`src/rtl/crc_packet_sender.sv`:
```
module crc_packet_sender #(
  parameter int LEN_W    = 24,
  parameter int MIN_LOG  = 8,
  parameter int MAX_CODE = 5,
  parameter int MIN_LEN  = 5
) (
  input  logic             clk,
  input  logic             rst_n,
  input  logic             start,
  input  logic [LEN_W-1:0] total_len,
  input  logic [2:0]       size_code,
  input  logic             crc_en,
  input  logic [7:0]       in_data,
  input  logic             in_valid,
  output logic             in_ready,
  output logic [7:0]       out_data,
  output logic             out_valid,
  input  logic             out_ready,
  output logic             busy,
  output logic             done,
  output logic             reject
);
  localparam int PKT_W = MIN_LOG + MAX_CODE + 1;

  typedef enum logic [2:0] {S_IDLE, S_TAG, S_PAY, S_CRCH, S_CRCL} state_t;

  state_t           state;
  logic [LEN_W-1:0] rem;
  logic [PKT_W-1:0] pkt_left;
  logic [2:0]       code_q;
  logic             crc_on, first_q, last_q;
  logic [15:0]      crc;

  function automatic logic [15:0] crc_step(input logic [15:0] c, input logic [7:0] b);
    logic [15:0] v;
    v = c ^ {b, 8'h00};
    for (int i = 0; i < 8; i++)
      v = v[15] ? ((v << 1) ^ 16'h1021) : (v << 1);
    return v;
  endfunction

  logic [PKT_W-1:0] psize;
  logic             fits;
  logic [1:0]       order;
  logic             fire;
  logic             bad_req;

  assign psize   = PKT_W'(1) << (MIN_LOG + int'(code_q));
  assign fits    = rem <= LEN_W'(psize);
  assign order   = fits ? 2'd3 : (first_q ? 2'd1 : 2'd2);
  assign bad_req = (total_len < LEN_W'(MIN_LEN)) || (size_code > 3'(MAX_CODE));

  always_comb begin
    out_valid = 1'b0;
    out_data  = 8'h00;
    case (state)
      S_TAG:  begin out_valid = 1'b1;     out_data = {6'b111100, order}; end
      S_PAY:  begin out_valid = in_valid; out_data = in_data;            end
      S_CRCH: begin out_valid = 1'b1;     out_data = crc[15:8];          end
      S_CRCL: begin out_valid = 1'b1;     out_data = crc[7:0];           end
      default: ;
    endcase
  end

  assign fire     = out_valid && out_ready;
  assign in_ready = (state == S_PAY) && out_ready;
  assign busy     = state != S_IDLE;

  always_ff @(posedge clk) begin
    if (!rst_n) begin
      state    <= S_IDLE;
      rem      <= '0;
      pkt_left <= '0;
      code_q   <= '0;
      crc_on   <= 1'b0;
      first_q  <= 1'b0;
      last_q   <= 1'b0;
      crc      <= 16'hFFFF;
      done     <= 1'b0;
      reject   <= 1'b0;
    end else begin
      done   <= 1'b0;
      reject <= 1'b0;
      case (state)
        S_IDLE: if (start) begin
          if (bad_req) reject <= 1'b1;
          else begin
            rem     <= total_len;
            code_q  <= size_code;
            crc_on  <= crc_en;
            first_q <= 1'b1;
            state   <= S_TAG;
          end
        end
        S_TAG: if (fire) begin
          last_q   <= fits;
          pkt_left <= fits ? rem[PKT_W-1:0] : psize;
          first_q  <= 1'b0;
          crc      <= 16'hFFFF;
          state    <= S_PAY;
        end
        S_PAY: if (fire) begin
          crc      <= crc_step(crc, in_data);
          rem      <= rem - LEN_W'(1);
          pkt_left <= pkt_left - PKT_W'(1);
          if (pkt_left == PKT_W'(1)) begin
            if (crc_on)      state <= S_CRCH;
            else if (last_q) begin state <= S_IDLE; done <= 1'b1; end
            else             state <= S_TAG;
          end
        end
        S_CRCH: if (fire) state <= S_CRCL;
        S_CRCL: if (fire) begin
          if (last_q) begin state <= S_IDLE; done <= 1'b1; end
          else state <= S_TAG;
        end
        default: state <= S_IDLE;
      endcase
    end
  end
endmodule

```
`config.mk`:
```
export PLATFORM = sky130hd
export DESIGN_NAME = crc_packet_sender
export DESIGN_NICKNAME = d
export VERILOG_FILES = /design/src/rtl/crc_packet_sender.sv
export SDC_FILE = /design/constraint.sdc
export NUM_CORES = 1
export LEC_CHECK = 0
export BUFFER_PORTS_ARGS = -buffer_cell sky130_fd_sc_hd__buf_2
export CAP_MARGIN = 40
export CORE_MARGIN = 3
export CORE_UTILIZATION = 35
export CTS_CLUSTER_DIAMETER = 120
export CTS_CLUSTER_SIZE = 10
export DETAILED_ROUTE_END_ITERATION = 8
export PLACE_DENSITY = 0.55
export SYNTH_ARGS = -nofsm -noshare
export SYNTH_HDL_FRONTEND = slang
export SYNTH_SLANG_ARGS = --single-unit
```
`constraint.sdc`:
```
create_clock -name clk -period 2.7 [get_ports clk]
set_input_delay 0.54 -clock clk [delete_from_list [all_inputs] [get_ports clk]]
set_output_delay 0.54 -clock clk [all_outputs]
set_load 0.03 [all_outputs]
```
# ---- Yosys cells after proc, flatten, opt, wreduce, memory -nomap -nowiden
# Index checks and enable logic that the tools add are counted.
# W data, S select, Z words.
dict set report classes {
  n_mul 0
  bitwise 10
  n_shift 1
  add_sub_neg 3
  eq_ne 12
  order_cmp 3
  reduce_logical 16
  n_div 0
  mux 44
}
# cell count
set op_table {}
lappend op_table {{$mux W13} 8}
lappend op_table {{$mux W24} 3}
lappend op_table {{$pmux W24 S2} 1}
lappend op_table {{$mux W14} 3}
lappend op_table {{$mux W16} 2}
lappend op_table {{$pmux W16 S2} 1}
lappend op_table {{$pmux W8 S4} 1}
lappend op_table {{$pmux W14 S2} 1}
lappend op_table {{$le A24 B14 Y1} 1}
lappend op_table {{$lt A24 B3 Y1 const B} 1}
lappend op_table {{$not A3 Y3} 8}
lappend op_table {{$sub A24 B1 Y24 const B} 1}
lappend op_table {{$mux W3} 7}
lappend op_table {{$xor A16 B16 Y16} 1}
lappend op_table {{$pmux W3 S5} 1}
lappend op_table {{$eq A14 B1 Y1 const B} 1}
lappend op_table {{$shl A1 B5 Y14 const A} 1}
lappend op_table {{$sub A14 B1 Y14 const B} 1}
lappend op_table {{$ne A2 B2 Y1 const B} 6}
lappend op_table {{$mux W1} 10}
lappend op_table {{$reduce_and A3 Y1} 3}
lappend op_table {{$reduce_and A4 Y1} 2}
lappend op_table {{$reduce_and A7 Y1} 1}
lappend op_table {{$eq A3 B2 Y1 const B} 2}
lappend op_table {{other kinds (15)} 22}
dict set report word_totals {
  wordCells 99
  register_bits 65
  ram_bits 0
  output_inout_bits 13
  rom_bits 0
  latch_bits 0
  mem_count 0
  input_bits 41
}

# ---- Logic depth before layout (Yosys ltp)
dict set report depth {
  word_depth 19
  mapped_depth 9
  depth_no_buf 8
}

# ---- Worst setup path after synthesis
# Ideal clock, no wire load.
dict set report synth_path {
  path_kind {flip-flop to output port}
  startpoint {register code_q[1]}
  endpoint {output port out_data[1]}
  stages_incl_launch_ff 9
  setup_slack_ns -0.480
  t_arrival_ns 2.640
  n_path_buf 1
  path_cell_list {dfxtp_1 > or3b_2 > ha_1 > nand3_1 > or4_4 > o211ai_4 > buf_6 > a21oi_1 > o221ai_1}
}
dict set report synth_via {
  elab_chain_cells 5
}
# element line
set synth_rtl {}
lappend synth_rtl {{start, declared} 30} ;# logic [2:0] code_q;
lappend synth_rtl {{start signal, assigned} 89} ;# code_q <= size_code;
lappend synth_rtl {{$add A4 B3 Y5} 48} ;# assign psize = PKT_W'(1) << (MIN_LOG + int'(code_q));
lappend synth_rtl {{$shl A1 B5 Y14} 48}
lappend synth_rtl {{$le A24 B14 Y1} 49} ;# assign fits = rem <= LEN_W'(psize);
lappend synth_rtl {{$mux W2} 50} ;# assign order = fits ? 2'd3 : (first_q ? 2'd1 : 2'd2);
lappend synth_rtl {{$pmux W8 S4} 56} ;# case (state)
lappend synth_rtl {{end, declared} 16} ;# output logic [7:0] out_data,
# Every way passes these cells.

# ---- Worst setup path in the final report
dict set report layout_path {
  startpoint {register code_q[0]}
  endpoint {output port out_data[0]}
}
# The elaborated chain is that of the path after synthesis.

==> run summary <==
Outcome: finished, violations left
Violated checks: negative setup slack
Post-synth EDFFs: 0
Setup crit start kind: flip-flop
Hold buffers post-CTS: 0
I/O Pins: 54
Post-Route WL: 14400 um
Top_reg_cell synth: dfxtp_1
Crit-path max FO: 6
Pwr dens: 1090 nW/um^2
RSZ-0062 raised after global routing: true
Cell Chain, Critical Path: or3b_4 -> ha_4 -> nand4b_1 -> or4_4 -> o211ai_4 -> a21oi_2 -> o221ai_2 -> buf_6
Worst Setup Path Type: flip-flop to output pin
Die area: 13900 sq um
Chip width: 118 um
Grt met1 use: 28.6%
Tot GR Track Use: 20.7%
R2r endpoint: pkt_left[12]
FF-to-FF Start: code_q[0]
Post-route ant nets: 0
Post-Layout Cell Count: 828
Syn Nets: 639
Initial Util: 36.1%
Crit. End Element: output pin
Final Setup Violations: 2
Vias in the first global route: 4542
Slowest cell on crit path: or4_4
Worst Hold Class: primary input to flip-flop
Asr flop ratio synth: 0%
Pre-antenna DRT Iters: 6
Yosys cell types: 66
Worst-Skew Late Latency: 0.34 ns
Routed via count: 4810
VDD IR max: 0.383 mV
Gr busiest metal: met2
Seq/Total Area, Yosys: 29.6%
Crit path to: out_data[0]
Met3 GRT Util: 3.41%
Die Height: 118 um
Final Cycle Share: 114%
Share of the synthesized area in the top cell type: 29.6%
Pre-CTS setup slack: -0.150 ns
Fill count: 1253
Mapped Area: 4390 sq um
Worst Setup SP: code_q[0]
Syn avg cell area: 7.46 sq um
Reg-to-reg slack, setup: 0.09 ns
Global-route wire length before repair: 23600 um
Core Region: 12200 sq um
Nets@finish: 705
Syn Inst Count: 589
CTS buffer count: 9
Detailed Route Iter0 Violations: 354
H-tree depth: 3
Pleak: 2.13 nW
Clk buf depth: 2
Seq cells post-synth: 65
Total power after layout: 6.04 mW
Drt wl/cell: 17.4 um
GRT overflow: 0
Final Skew: 0.00789 ns
GP Congestion: 0.832
Sum of negative setup slack: -0.762 ns
Input/output buffers: 53
Placed Area: 5150 sq um
Commonest cells after routing, fill and taps aside: 62 x nand2_1, 62 x dfxtp_1, 55 x a21oi_1, 53 x nor2_1, 51 x buf_2
Residual DRC: 0
F_max: 324 MHz
Crit path largest cell delay: 0.53 ns
Tightest Pin Transition: 0.737 ns
Rows: 40
Worst-path clk slew: 0.06 ns
Setup slack after layout: -0.387 ns
Met2 Use GR: 32.5%
Antenna cells: 0
Crit path depth: 8
TritonCTS Sinks: 65
Antenna violations before repair: 0
Root Buffer: clkbuf_16
R2R depth: 8
Placed cells: 810
Family with the most delay on the worst path: simple AND/OR/NAND/NOR gates
Max Slew Vio Count: 0
Area growth syn-to-layout: 25.7%
Layout cells sized above 1: 22.1%
Worst path buffer plus inverter count: 1
CTS tree: yes
Via density: 5.81
Maximum number of pins on one net before global-route repair: 63
Yosys warns: 0
Hold Vio Cnt, Final: 0
Maximum Capacitance Violations: 0
Synth area leader: dfxtp_1
Post-route cell area: 5520 sq um
Synth area leaders: dfxtp_1 30%, a21oi_1 6.5%, nand2_1 5.3%
CP Data Required Time: 2.16 ns
Hpwl dp: 10200 um
Arr. time, crit path: 2.55 ns
Minimum clock period: 3.09 ns
Slew HR: 50.8%
flip-flops by register name, indices dropped and copies added (netlist names):
name      count
done          1
first_q       1
crc_on        1
reject        1
crc          16
code_q        3
pkt_left     14
last_q        1
rem          24
state         3
synth_stat cells, types with 15 or more instances:
master	number
inv_1	16
clkbuf_1	42
nor3_1	21
o32ai_1	18
nor2_1	54
dfxtp_1	65
nand2_1	62
a21oi_1	57
o21ai_0	26
nand3_1	15
o22ai_1	16
report_power, final:
part           total [mW]  switching [mW]  internal (mW)
Clock                1.26           0.456          0.804
Sequential           1.32           0.188           1.13
Combinational        3.46            2.11           1.35
metrics by stage:
stage | hold slack [ns] | utilization, %
final | 0.441 | 45.4
after global routing | 0.459 | 45.4
after CTS | 0.432 | 45.4
after detailed placement | 0.458 | 42.4
after global placement | 0.457 | 42.4
after floorplan | 0.433 | -
logic make-up after synthesis:
| kind of cell | Yosys count | synth area share, % |
|---|---|---|
| xor+xnor | 26 | 5.18 |
| flops | 65 | 29.6 |
| simple gates | 230 | 26.7 |
| fa+ha+maj | 9 | 2.56 |
| compound gates | 188 | 28.5 |
| mux | 8 | 1.82 |
| buf+inv | 63 | 5.61 |
worst reg2reg max path: stages, from the launching register on:
cell and delay (ns):
dfxtp_2 0.34, or3b_4 0.43, ha_4 0.28, nand4b_1 0.08, or4_4 0.53, o211ai_4 0.14
buf_4 0.27, a2111oi_0 0.12, a221o_1 0.30
area by class of cell:
class	instances	area, sq um	share of cell area, %
clock inverter	6	82.6	1.50
inverter	16	60.1	1.09
tap	168	210	3.81
clock buffer	10	229	4.15
timing repair buffer	102	683	12.4
multi-input combinational	461	2950	53.4
sequential	65	1310	23.7
repair_timing:
action	4_1_cts	5_1_grt
resized for setup	10	0
gates cloned	0	0
setup endpoints to repair	2	3
pin swaps	6	2
setup buffers	2	0
hold endpoints to repair	0	0
layer usage:
metal | routed length (um) | vias up
met5 | 0 | -
li1 | - | 2337
met4 | 266 | 0
met2 | 6570 | 147
met3 | 830 | 19
met1 | 6740 | 2307
how the worst min path moves through the flow:
stage	slack, ns	end	start	cells after the start
4_1_cts	0.43	crc_on	crc_en	3
5_1_grt	0.46	crc_on	crc_en	3
3_3_place_gp	0.46	rem[19]	rem[19]	2
2_1_floorplan	0.43	rem[19]	rem[19]	2
3_5_place_dp	0.46	rem[19]	rem[19]	2
6_report	0.44	crc_on	crc_en	3
Note: power is estimated with default switching activity, not from simulation.
